===== src/rtl/refsel_pkg.sv =====
`timescale 1ns/1ps
package refsel_pkg;
  localparam int NREF     = 3;
  localparam int IDX_W    = 2;
  localparam int PRIO_W   = 4;
  localparam int LOCKN_W  = 8;
  localparam int ADDR_W   = 3;
  localparam int DATA_W   = 8;
  localparam int CLASS_W  = 2;
  localparam logic [PRIO_W-1:0] PRIO_OFF = '1;

  localparam logic [ADDR_W-1:0] A_CTRL  = 3'd0;
  localparam logic [ADDR_W-1:0] A_MAN   = 3'd1;
  localparam int                A_PRIO0 = 2;
  localparam logic [ADDR_W-1:0] A_LOCKN = 3'd5;

  typedef enum logic [1:0] {M_FREE = 2'd0, M_LOCK = 2'd1, M_HOLD = 2'd2} mode_e;

  localparam logic [1:0] BW_14  = 2'd0;
  localparam logic [1:0] BW_28  = 2'd1;
  localparam logic [1:0] BW_56  = 2'd2;
  localparam logic [1:0] BW_890 = 2'd3;

  typedef struct packed {
    logic                         manual;
    logic                         revert;
    logic                         hitless;
    logic [1:0]                   bw_sel;
    logic [IDX_W-1:0]             man_idx;
    logic [NREF-1:0][PRIO_W-1:0]  prio;
    logic [LOCKN_W-1:0]           lock_n;
  } cfg_t;
endpackage


===== src/rtl/refsel_regs.sv =====
`timescale 1ns/1ps
module refsel_regs
  import refsel_pkg::*;
#(
  parameter int LOCK_DEF = 4
) (
  input  logic              clk,
  input  logic              rst_n,
  input  logic              we,
  input  logic [ADDR_W-1:0] addr,
  input  logic [DATA_W-1:0] wdata,
  output cfg_t              cfg
);
  always_ff @(posedge clk or negedge rst_n) begin
    if (!rst_n) begin
      cfg.manual  <= 1'b0;
      cfg.revert  <= 1'b0;
      cfg.hitless <= 1'b0;
      cfg.bw_sel  <= 2'd0;
      cfg.man_idx <= '0;
      for (int i = 0; i < NREF; i++) cfg.prio[i] <= PRIO_W'(i);
      cfg.lock_n  <= LOCKN_W'(LOCK_DEF);
    end else if (we) begin
      if (addr == A_CTRL) begin
        cfg.manual  <= wdata[0];
        cfg.revert  <= wdata[1];
        cfg.hitless <= wdata[2];
        cfg.bw_sel  <= wdata[4:3];
      end
      if (addr == A_MAN) cfg.man_idx <= wdata[IDX_W-1:0];
      for (int i = 0; i < NREF; i++)
        if (addr == ADDR_W'(A_PRIO0 + i)) cfg.prio[i] <= wdata[PRIO_W-1:0];
      if (addr == A_LOCKN) cfg.lock_n <= wdata[LOCKN_W-1:0];
    end
  end
endmodule


===== src/rtl/refsel_pick.sv =====
`timescale 1ns/1ps
module refsel_pick
  import refsel_pkg::*;
(
  input  logic             clk,
  input  logic             rst_n,
  input  cfg_t             cfg,
  input  logic [NREF-1:0]  qual,
  output logic [IDX_W-1:0] act_idx,
  output logic             act_ok,
  output logic             hit_stb
);
  logic [NREF-1:0]   elig;
  logic              best_ok, cur_elig, man_ok;
  logic [IDX_W-1:0]  best_idx, nxt_idx;
  logic [PRIO_W-1:0] best_pri;
  logic              nxt_ok;

  for (genvar g = 0; g < NREF; g++) begin : g_elig
    assign elig[g] = qual[g] && (cfg.prio[g] != PRIO_OFF);
  end

  always_comb begin
    best_ok  = 1'b0;
    best_idx = '0;
    best_pri = '1;
    for (int i = 0; i < NREF; i++)
      if (elig[i] && (!best_ok || cfg.prio[i] < best_pri)) begin
        best_ok  = 1'b1;
        best_idx = IDX_W'(i);
        best_pri = cfg.prio[i];
      end
  end

  always_comb begin
    cur_elig = 1'b0;
    man_ok   = 1'b0;
    for (int i = 0; i < NREF; i++) begin
      if (act_idx == IDX_W'(i))     cur_elig = elig[i];
      if (cfg.man_idx == IDX_W'(i)) man_ok   = qual[i];
    end
  end

  always_comb begin
    nxt_idx = act_idx;
    nxt_ok  = act_ok;
    if (cfg.manual) begin
      nxt_idx = cfg.man_idx;
      nxt_ok  = man_ok;
    end else if (cfg.revert || !(act_ok && cur_elig)) begin
      nxt_ok  = best_ok;
      if (best_ok) nxt_idx = best_idx;
    end
  end

  always_ff @(posedge clk or negedge rst_n) begin
    if (!rst_n) begin
      act_idx <= '0;
      act_ok  <= 1'b0;
      hit_stb <= 1'b0;
    end else begin
      act_idx <= nxt_idx;
      act_ok  <= nxt_ok;
      hit_stb <= cfg.hitless && act_ok && nxt_ok && (nxt_idx != act_idx);
    end
  end
endmodule


===== src/rtl/refsel_mode.sv =====
`timescale 1ns/1ps
module refsel_mode
  import refsel_pkg::*;
(
  input  logic               clk,
  input  logic               rst_n,
  input  logic               ref_ok,
  input  logic               lock_det,
  input  logic [LOCKN_W-1:0] lock_n,
  output mode_e              mode
);
  logic [LOCKN_W-1:0] cnt;
  logic [LOCKN_W:0]   need;
  logic               qual_done;

  assign need      = (lock_n == '0) ? (LOCKN_W+1)'(1) : {1'b0, lock_n};
  assign qual_done = ({1'b0, cnt} + (LOCKN_W+1)'(1)) >= need;

  always_ff @(posedge clk or negedge rst_n) begin
    if (!rst_n) begin
      mode <= M_FREE;
      cnt  <= '0;
    end else if (mode == M_LOCK) begin
      cnt <= '0;
      if (!ref_ok) mode <= M_HOLD;
    end else if (ref_ok && lock_det) begin
      if (qual_done) begin
        mode <= M_LOCK;
        cnt  <= '0;
      end else begin
        cnt <= cnt + 1'b1;
      end
    end else begin
      cnt <= '0;
    end
  end
endmodule


===== src/rtl/refsel_bw.sv =====
`timescale 1ns/1ps
module refsel_bw
  import refsel_pkg::*;
(
  input  logic [1:0]              bw_sel,
  input  logic [IDX_W-1:0]        act_idx,
  input  logic                    act_ok,
  input  logic [NREF*CLASS_W-1:0] fclass,
  output logic [1:0]              bw_code
);
  logic [CLASS_W-1:0] cls;

  always_comb begin
    cls = '0;
    for (int i = 0; i < NREF; i++)
      if (act_idx == IDX_W'(i)) cls = fclass[i*CLASS_W +: CLASS_W];
  end

  always_comb begin
    unique case (bw_sel)
      2'd0: bw_code = BW_14;
      2'd1: bw_code = BW_28;
      default: begin
        if (!act_ok)           bw_code = BW_14;
        else if (cls == 2'd0)  bw_code = BW_14;
        else if (cls == 2'd1)  bw_code = BW_56;
        else                   bw_code = BW_890;
      end
    endcase
  end
endmodule


===== src/rtl/refsel_core.sv =====
`timescale 1ns/1ps
module refsel_core
  import refsel_pkg::*;
#(
  parameter int LOCK_DEF = 4
) (
  input  logic                    clk,
  input  logic                    rst_n,
  input  logic                    cfg_we,
  input  logic [ADDR_W-1:0]       cfg_addr,
  input  logic [DATA_W-1:0]       cfg_wdata,
  input  logic [NREF-1:0]         ref_qual,
  input  logic [NREF*CLASS_W-1:0] ref_fclass,
  input  logic                    lock_det,
  output logic [IDX_W-1:0]        act_ref,
  output logic                    act_valid,
  output logic [1:0]              loop_mode,
  output logic [1:0]              bw_code,
  output logic                    locked,
  output logic                    holdover,
  output logic                    hitless_stb
);
  cfg_t  cfg;
  mode_e mode;

  refsel_regs #(.LOCK_DEF(LOCK_DEF)) u_regs (
    .clk(clk), .rst_n(rst_n), .we(cfg_we), .addr(cfg_addr),
    .wdata(cfg_wdata), .cfg(cfg)
  );

  refsel_pick u_pick (
    .clk(clk), .rst_n(rst_n), .cfg(cfg), .qual(ref_qual),
    .act_idx(act_ref), .act_ok(act_valid), .hit_stb(hitless_stb)
  );

  refsel_mode u_mode (
    .clk(clk), .rst_n(rst_n), .ref_ok(act_valid), .lock_det(lock_det),
    .lock_n(cfg.lock_n), .mode(mode)
  );

  refsel_bw u_bw (
    .bw_sel(cfg.bw_sel), .act_idx(act_ref), .act_ok(act_valid),
    .fclass(ref_fclass), .bw_code(bw_code)
  );

  assign loop_mode = mode;
  assign locked    = (mode == M_LOCK);
  assign holdover  = (mode == M_HOLD);
endmodule


===== config.mk =====
export PLATFORM = sky130hd
export DESIGN_NAME = refsel_core
export DESIGN_NICKNAME = d
export VERILOG_FILES = /design/src/rtl/refsel_pkg.sv /design/src/rtl/refsel_regs.sv /design/src/rtl/refsel_pick.sv /design/src/rtl/refsel_mode.sv /design/src/rtl/refsel_bw.sv /design/src/rtl/refsel_core.sv
export SDC_FILE = /design/constraint.sdc
export NUM_CORES = 1
export LEC_CHECK = 0
export ABC_AREA = 1
export BUFFER_PORTS_ARGS = -buffer_cell sky130_fd_sc_hd__buf_2
export CAP_MARGIN = 30
export CORE_AREA = 3 3 97 99
export DETAILED_ROUTE_END_ITERATION = 10
export DIE_AREA = 0 0 100 102
export MAX_ROUTING_LAYER = met4
export PLACE_DENSITY = 0.57
export SETUP_SLACK_MARGIN = 0.4
export SKIP_CTS_REPAIR_TIMING = 1
export SYNTH_ARGS = -nofsm -noshare
export SYNTH_HDL_FRONTEND = slang
export SYNTH_HIERARCHICAL = 1
export SYNTH_SLANG_ARGS = --single-unit

===== constraint.sdc =====
create_clock -name clk -period 3.85 [get_ports clk]
set_input_delay 0.77 -clock clk [delete_from_list [all_inputs] [get_ports clk]]
set_output_delay 0.77 -clock clk [all_outputs]
set_load 0.01 [all_outputs]

# After elaboration in Yosys (flattened, before gate mapping)
# Index checks and enable logic that the tools add are counted.
# op_classes
n_reduce_logical	31
muxes	33
addsub	2
order_cmp	3
n_eq_ne	18
# op_table
cell	n
$mux W8	4
$mux W2	13
$mux W1	13
$ne A4 B4 Y1 const B	3
$reduce_and A2 Y1	6
$eq A2 B1 Y1 const B	5
$logic_and A1 B1 Y1	10
$add A8 B1 Y9 const B	1
$ge A9 B9 Y1	1
$add A8 B1 Y8 const B	1
$logic_not A2 Y1	4
$logic_not A8 Y1	1
$lt A4 B4 Y1	2
$mux W4	2
$eq A2 B2 Y1 const B	3
$eq A3 B2 Y1 const B	2
$eq A3 B3 Y1 const B	2
$pmux W2 S2	1
$reduce_bool A2 Y1	2
$eq A3 B1 Y1 const B	1
$logic_not A1 Y1	3
$logic_not A3 Y1	1
$logic_or A1 B1 Y1	3
$reduce_and A3 Y1	1
2 further kinds	2
# word_totals
out_inout_bits	10
register_bits	41
in_bits	24

# Logic depth before layout (Yosys ltp)
# logic_depth
depth_word	16
depth_mapped	28

# Cells and area by module
# The synthesis kept the hierarchy.
# by_module_without_submodules
module	cells_per_inst	n_inst	area_per_inst_um2
refsel_regs	129	1	1142.3
refsel_mode	94	1	732.0
refsel_pick	97	1	581.8
refsel_bw	18	1	77.6
refsel_core	4	1	15.0

# Worst setup path after synthesis
# No wires, ideal clock.
# synth_path
kind	input-to-reg
start	input ref_qual[0]
end	register u_pick.hit_stb
cell_stages	20
setup_slack_ps	1118
n_path_buf	0
setup_ps	116
arrival_ps	2616
path_cell_list	nand2_1 nor2_1 ha_1 a21oi_1 nand2_1 nand2_2 nand2_4 nand2_1 o21ai_0 ha_1 a21oi_1 nand2_1 nand2_1 nand3_1 nand2_1 nand2_1 nand2_1 nand2_1 nor2_1 nor2_1
# synth_between
elab_chain_len	15
elab_cells_between_ends	33
classes_between	order compare (2); eq/ne (1); mux (18); reduce/logical (12)
# synth_lines
element	line_no	rtl
start, declared	refsel_core.sv:12	input logic [NREF-1:0] ref_qual,
$logic_and A1 B1 Y1	refsel_pick.sv:20	assign elig[g] = qual[g] && (cfg.prio[g] != PRIO_OFF);
$mux W4 or $mux W1 (tied branches)	refsel_pick.sv:28	if (elig[i] && (!best_ok || cfg.prio[i] < best_pri)) begin
$lt A4 B4 Y1 or $logic_not A1 Y1 (tied branches)	refsel_pick.sv:28	
$logic_or A1 B1 Y1	refsel_pick.sv:28	
$logic_and A1 B1 Y1	refsel_pick.sv:28	
$mux W4 or $mux W1 (tied branches)	refsel_pick.sv:28	
$lt A4 B4 Y1 or $logic_not A1 Y1 (tied branches)	refsel_pick.sv:28	
$logic_or A1 B1 Y1	refsel_pick.sv:28	
$logic_and A1 B1 Y1	refsel_pick.sv:28	
$mux W2 or $mux W1 (tied branches)	refsel_pick.sv:28	
$mux W2	refsel_pick.sv:52	if (best_ok) nxt_idx = best_idx;
$mux W2	refsel_pick.sv:50	end else if (cfg.revert || !(act_ok && cur_elig)) begin
$mux W2	refsel_pick.sv:47	if (cfg.manual) begin
$ne A2 B2 Y1	refsel_pick.sv:64	hit_stb <= cfg.hitless && act_ok && nxt_ok && (nxt_idx != act_idx);
$logic_and A1 B1 Y1 *	refsel_pick.sv:64	
end signal, assigned	refsel_pick.sv:64	
end, declared	refsel_pick.sv:11	output logic hit_stb
# Every way passes the cells marked *; elsewhere a longest branch is shown, timed or not.
# A chain may end at the register's enable or synchronous reset.

# Worst setup path in the final report
# layout_path
start	register, netlist name u_regs/cfg[10]
end	register u_pick.hit_stb
# layout_between
elab_chain_len	16
elab_cells_between_ends	31
classes_between	order compare (2); eq/ne (2); mux (15); reduce/logical (12)
# layout_lines
element	line_no
$ne A4 B4 Y1	refsel_pick.sv:20
$logic_and A1 B1 Y1	refsel_pick.sv:20
$mux W4 or $mux W1 (tied branches)	refsel_pick.sv:28
$lt A4 B4 Y1 or $logic_not A1 Y1 (tied branches)	refsel_pick.sv:28
$logic_or A1 B1 Y1	refsel_pick.sv:28
$logic_and A1 B1 Y1	refsel_pick.sv:28
$mux W4 or $mux W1 (tied branches)	refsel_pick.sv:28
$lt A4 B4 Y1 or $logic_not A1 Y1 (tied branches)	refsel_pick.sv:28
$logic_or A1 B1 Y1	refsel_pick.sv:28
$logic_and A1 B1 Y1	refsel_pick.sv:28
$mux W2 or $mux W1 (tied branches)	refsel_pick.sv:28
$mux W2	refsel_pick.sv:52
$mux W2	refsel_pick.sv:50
$mux W2	refsel_pick.sv:47
$ne A2 B2 Y1	refsel_pick.sv:64
$logic_and A1 B1 Y1 *	refsel_pick.sv:64
# Marked as above.

==> run_summary.xml <==
<?xml version="1.0" encoding="UTF-8"?>
<metrics>
  <group name="floorplan">
    <metric name="core.rowCount" unit="">34</metric>
    <metric name="fp.dieH" unit="microns">102</metric>
    <metric name="initial_utilization" unit="">0.295</metric>
    <metric name="floorplan.io_pins" unit="">34</metric>
    <metric name="die-width" unit="microns">100</metric>
    <metric name="core_region_area" unit="sq um">8640</metric>
    <metric name="design.die.area" unit="sq um">10200</metric>
  </group>
  <group name="final_layout">
    <metric name="post_route_cells_drive_above_1_share" unit="">0.185</metric>
    <metric name="syn2layout_area_growth" unit="%">17.4</metric>
    <metric name="design.final.nets" unit="">421</metric>
    <metric name="final.fill_count" unit="">923</metric>
    <metric name="regArea" unit="sq um">1030</metric>
    <metric name="multiInputGateArea" unit="sq um">1320</metric>
    <metric name="insertedDiodeCount" unit="">0</metric>
  </group>
  <group name="sta">
    <metric name="post_route_fraction_of_the_period_consumed_by_the_critical_path" unit="">0.731</metric>
    <metric name="timing.hold.ws" unit="ns">0.271</metric>
    <metric name="slew_headroom" unit="">0.739</metric>
    <metric name="period_minus_slack" unit="ns">2.81</metric>
    <metric name="setup_viol" unit="">0</metric>
    <metric name="timing.fmax" unit="GHz">0.355</metric>
    <metric name="report.final.hold_viol_count" unit="">0</metric>
    <metric name="report.final.slew_viol_count" unit="">0</metric>
    <metric name="setup_tns" unit="ns">0</metric>
    <metric name="fin_worst_skew" unit="ns">0.00954</metric>
    <metric name="worst_slew_pin_slew" unit="ns">0.391</metric>
    <metric name="finalWorstSetupSlack" unit="ns">1.04</metric>
    <metric name="rsz0062_at_grt" unit="">false</metric>
  </group>
  <group name="placement">
    <metric name="gpl.final_weighted_congestion" unit="">0.818</metric>
    <metric name="place_ws" unit="ns">0.734</metric>
    <metric name="post-dp-hpwl" unit="microns">4280</metric>
    <metric name="port_buffers" unit="">33</metric>
  </group>
  <group name="clock_tree">
    <metric name="clkSinkCount" unit="">41</metric>
    <metric name="cts_buffer_depth" unit="">2</metric>
    <metric name="cts_made_buffers" unit="">5</metric>
    <metric name="worst_skew_pair.late_latency" unit="ns">0.29</metric>
    <metric name="clk_pin_slew_worst_paths" unit="ns">0.08</metric>
    <metric name="tritoncts" unit="">done</metric>
    <metric name="cts.root.buffer_cell" unit="">clkbuf_8</metric>
    <metric name="htreeDepth" unit="">2</metric>
  </group>
  <group name="flow_run">
    <metric name="max_cap_violations" unit="">0</metric>
  </group>
  <group name="grt">
    <metric name="gr-total-overflow" unit="">0</metric>
    <metric name="largest_net_degree_at_the_start_of_global_routing" unit="">42</metric>
    <metric name="grt_usage" unit="">0.117</metric>
    <metric name="grt_antenna_before_repair" unit="">0</metric>
    <metric name="grt_first_pass_wirelength" unit="microns">9440</metric>
    <metric name="first_global_vias" unit="">2070</metric>
  </group>
  <group name="critical_path">
    <metric name="timing.critical_path.to_type" unit="">register</metric>
    <metric name="critical_path.endpoint" unit="">u_pick/hit_stb</metric>
    <metric name="timing.critical_path.from" unit="">u_regs/cfg[10]</metric>
    <metric name="critPathArrivalTime" unit="ns">3.00</metric>
    <metric name="crit_fanout" unit="">8</metric>
    <metric name="regToRegEndpoint" unit="">u_pick/hit_stb</metric>
    <metric name="reg2reg_slack" unit="ns">1.04</metric>
    <metric name="path_type_of_the_worst_setup_path" unit="">reg2reg</metric>
    <metric name="critPathRequiredTime" unit="ns">4.03</metric>
    <metric name="worst_r2r_start" unit="">u_regs/cfg[10]</metric>
    <metric name="critPathLaunchType" unit="">register</metric>
    <metric name="r2r_cells" unit="">22</metric>
  </group>
  <group name="route">
    <metric name="drt_drc_violations_left" unit="">0</metric>
    <metric name="route.vias.total" unit="">2194</metric>
    <metric name="route.antenna.remaining_nets" unit="">0</metric>
    <metric name="drt-total-wl" unit="microns">5400</metric>
    <metric name="m1WireLength" unit="microns">2630</metric>
    <metric name="route.met3.wl" unit="microns">164</metric>
    <metric name="viasPerCell" unit="">4.47</metric>
    <metric name="drt-wirelength-per-cell" unit="microns">11.0</metric>
    <metric name="topRoutingLayerUsed" unit="">met4</metric>
    <metric name="detailroute.wirelength.met2" unit="microns">2530</metric>
    <metric name="detail_route.first_pass.iterations" unit="">4</metric>
    <metric name="drt_iter0_markers" unit="">85</metric>
  </group>
  <group name="synth">
    <metric name="synth-warning-count" unit="">6</metric>
    <metric name="synth_area" unit="sq um">2550</metric>
    <metric name="yosys_register_bits" unit="">41</metric>
    <metric name="yosysUniqueCellTypes" unit="">30</metric>
    <metric name="synth_nets" unit="">381</metric>
    <metric name="synth.avg_cell_area" unit="sq um">7.45</metric>
    <metric name="synth_sequential_area_ratio" unit="">0.404</metric>
    <metric name="synth_cells" unit="">342</metric>
  </group>
  <group name="status">
    <metric name="outcome" unit="">complete, no violations</metric>
  </group>
  <group name="power">
    <metric name="vdd.ir_drop.worst" unit="uV">139</metric>
    <metric name="leakage" unit="nW">1.70</metric>
    <metric name="pwr_dens" unit="nW/um^2">504</metric>
  </group>
  <group name="hold_path">
    <metric name="hold_path.class" unit="">in2async</metric>
  </group>
</metrics>
area by class of cell:
class | instances | share of cell area
Clock buffer | 5 | 0.0230
Clock inverter | 3 | 0.0217
Inverter | 49 | 0.0615
Multi-Input combinational cell | 250 | 0.440
Sequential cell | 41 | 0.344
Tap cell | 108 | 0.0452
Timing Repair Buffer | 35 | 0.0644
how the worst min path moves through the flow:
stage	endpoint	slack, ns	cells after the start
2_1_floorplan	u_regs/cfg[22]	0.44	2
3_3_place_gp	u_regs/cfg[24]	0.46	2
3_5_place_dp	u_regs/cfg[12]	0.46	2
4_1_cts	u_regs/cfg[12]	0.48	2
5_1_grt	u_mode/cnt[7]	0.25	1
6_report	u_mode/cnt[7]	0.27	1
metal layers:
metal,track usage,up-vias
met5,-,-
met4,0.0373,0
met2,0.191,29
met1,0.151,1006
met3,0.0177,5
li1,-,1154
synth_stat cells:
cell type / count / area [sq um]
o311ai_1: 1 / 8.76
a31o_2: 1 / 8.76
ha_1: 15 / 188
nor2_4: 4 / 45.0
nand2_1: 127 / 477
nand2_2: 7 / 43.8
nand4_4: 1 / 21.3
dfstp_2: 3 / 78.8
dfrtp_1: 38 / 951
inv_2: 2 / 7.51
o21a_1: 2 / 15.0
or2_2: 2 / 12.5
a41o_1: 1 / 10.0
nand2_4: 3 / 33.8
xor2_1: 5 / 43.8
nor4_1: 1 / 6.26
nor2_1: 21 / 78.8
nand3b_1: 1 / 7.51
nor3b_1: 1 / 7.51
o32ai_1: 1 / 8.76
nand3_2: 3 / 30.0
nor3_1: 1 / 5.00
buf_4: 1 / 7.51
inv_1: 47 / 176
o21ai_0: 5 / 25.0
buf_6: 1 / 11.3
nor2_2: 2 / 12.5
a21oi_1: 7 / 35.0
nand3_1: 36 / 180
nand4_1: 2 / 12.5
critical path, cell delays in order (launching register included):
cell     delay (ns)
dfrtp_1        0.41
nand2_1        0.08
inv_1          0.04
nand2_2        0.07
nand2_1        0.10
nor2_1         0.17
ha_1           0.27
a21oi_1        0.14
nand2_1        0.08
nand2_2        0.09
nand2_4        0.08
o21ai_0        0.17
ha_1           0.27
a21oi_1        0.15
nand2_1        0.07
nand2_1        0.07
nand3_1        0.07
nand2_1        0.08
nand2_1        0.06
nand2_1        0.05
nand2_1        0.05
nor2_1         0.09
nor2_1         0.04
layout by cell type (no fill, tap or decap), drive strengths merged:
cell    count
buf        35
nand2     137
a41o        1
o21ai       5
xor2        5
a31o        1
ha         15
inv        49
nor3        1
nand3      39
nor3b       1
nand3b      1
nor2       27
dfstp       3
clkinv      1
nor4        1
clkbuf      5
o21a        2
a21oi       7
or2         2
nand4       3
o32ai       1
dfrtp      38
bufinv      2
o311ai      1
where the power goes:
group          total, mW  switching (mW)  leakage [nW]  internal (mW)
clock              0.404           0.146        0.0681          0.258
combinational      0.494           0.297          1.12          0.196
sequential         0.611          0.0934         0.517          0.518
total               1.51           0.537          1.70          0.971
metrics by stage:
step,cells,instance area (sq um),util,power [mW]
after floorplan,342,2550,-,0.955
after global placement,482,2840,0.329,1.10
after detailed placement,482,2840,0.329,1.12
after CTS,490,2970,0.344,1.53
after global routing,491,2990,0.346,1.65
final,491,2990,0.346,1.51
kinds of logic (layout without fill, tap and decap cells):
| kind of cell | Yosys count | after routing | share of synthesized area |
|---|---|---|---|
| DFF | 41 | 41 | 0.404 |
| and+or+nand+nor | 212 | 212 | 0.382 |
| xor gates and xnor gates | 5 | 5 | 0.0172 |
| buffers and inverters | 51 | 92 | 0.0795 |
| AOI/OAI and AO/OA | 18 | 18 | 0.0437 |
| adders and majority gates | 15 | 15 | 0.0736 |
registers in the layout (all words and copies together), names as in the netlist:
name and count:
u_mode/cnt 8, u_mode/mode 2, u_pick/act_idx 2, u_pick/act_ok 1, u_pick/hit_stb 1, u_regs/cfg 27
No activity file was read; power rests on OpenSTA's default activity.
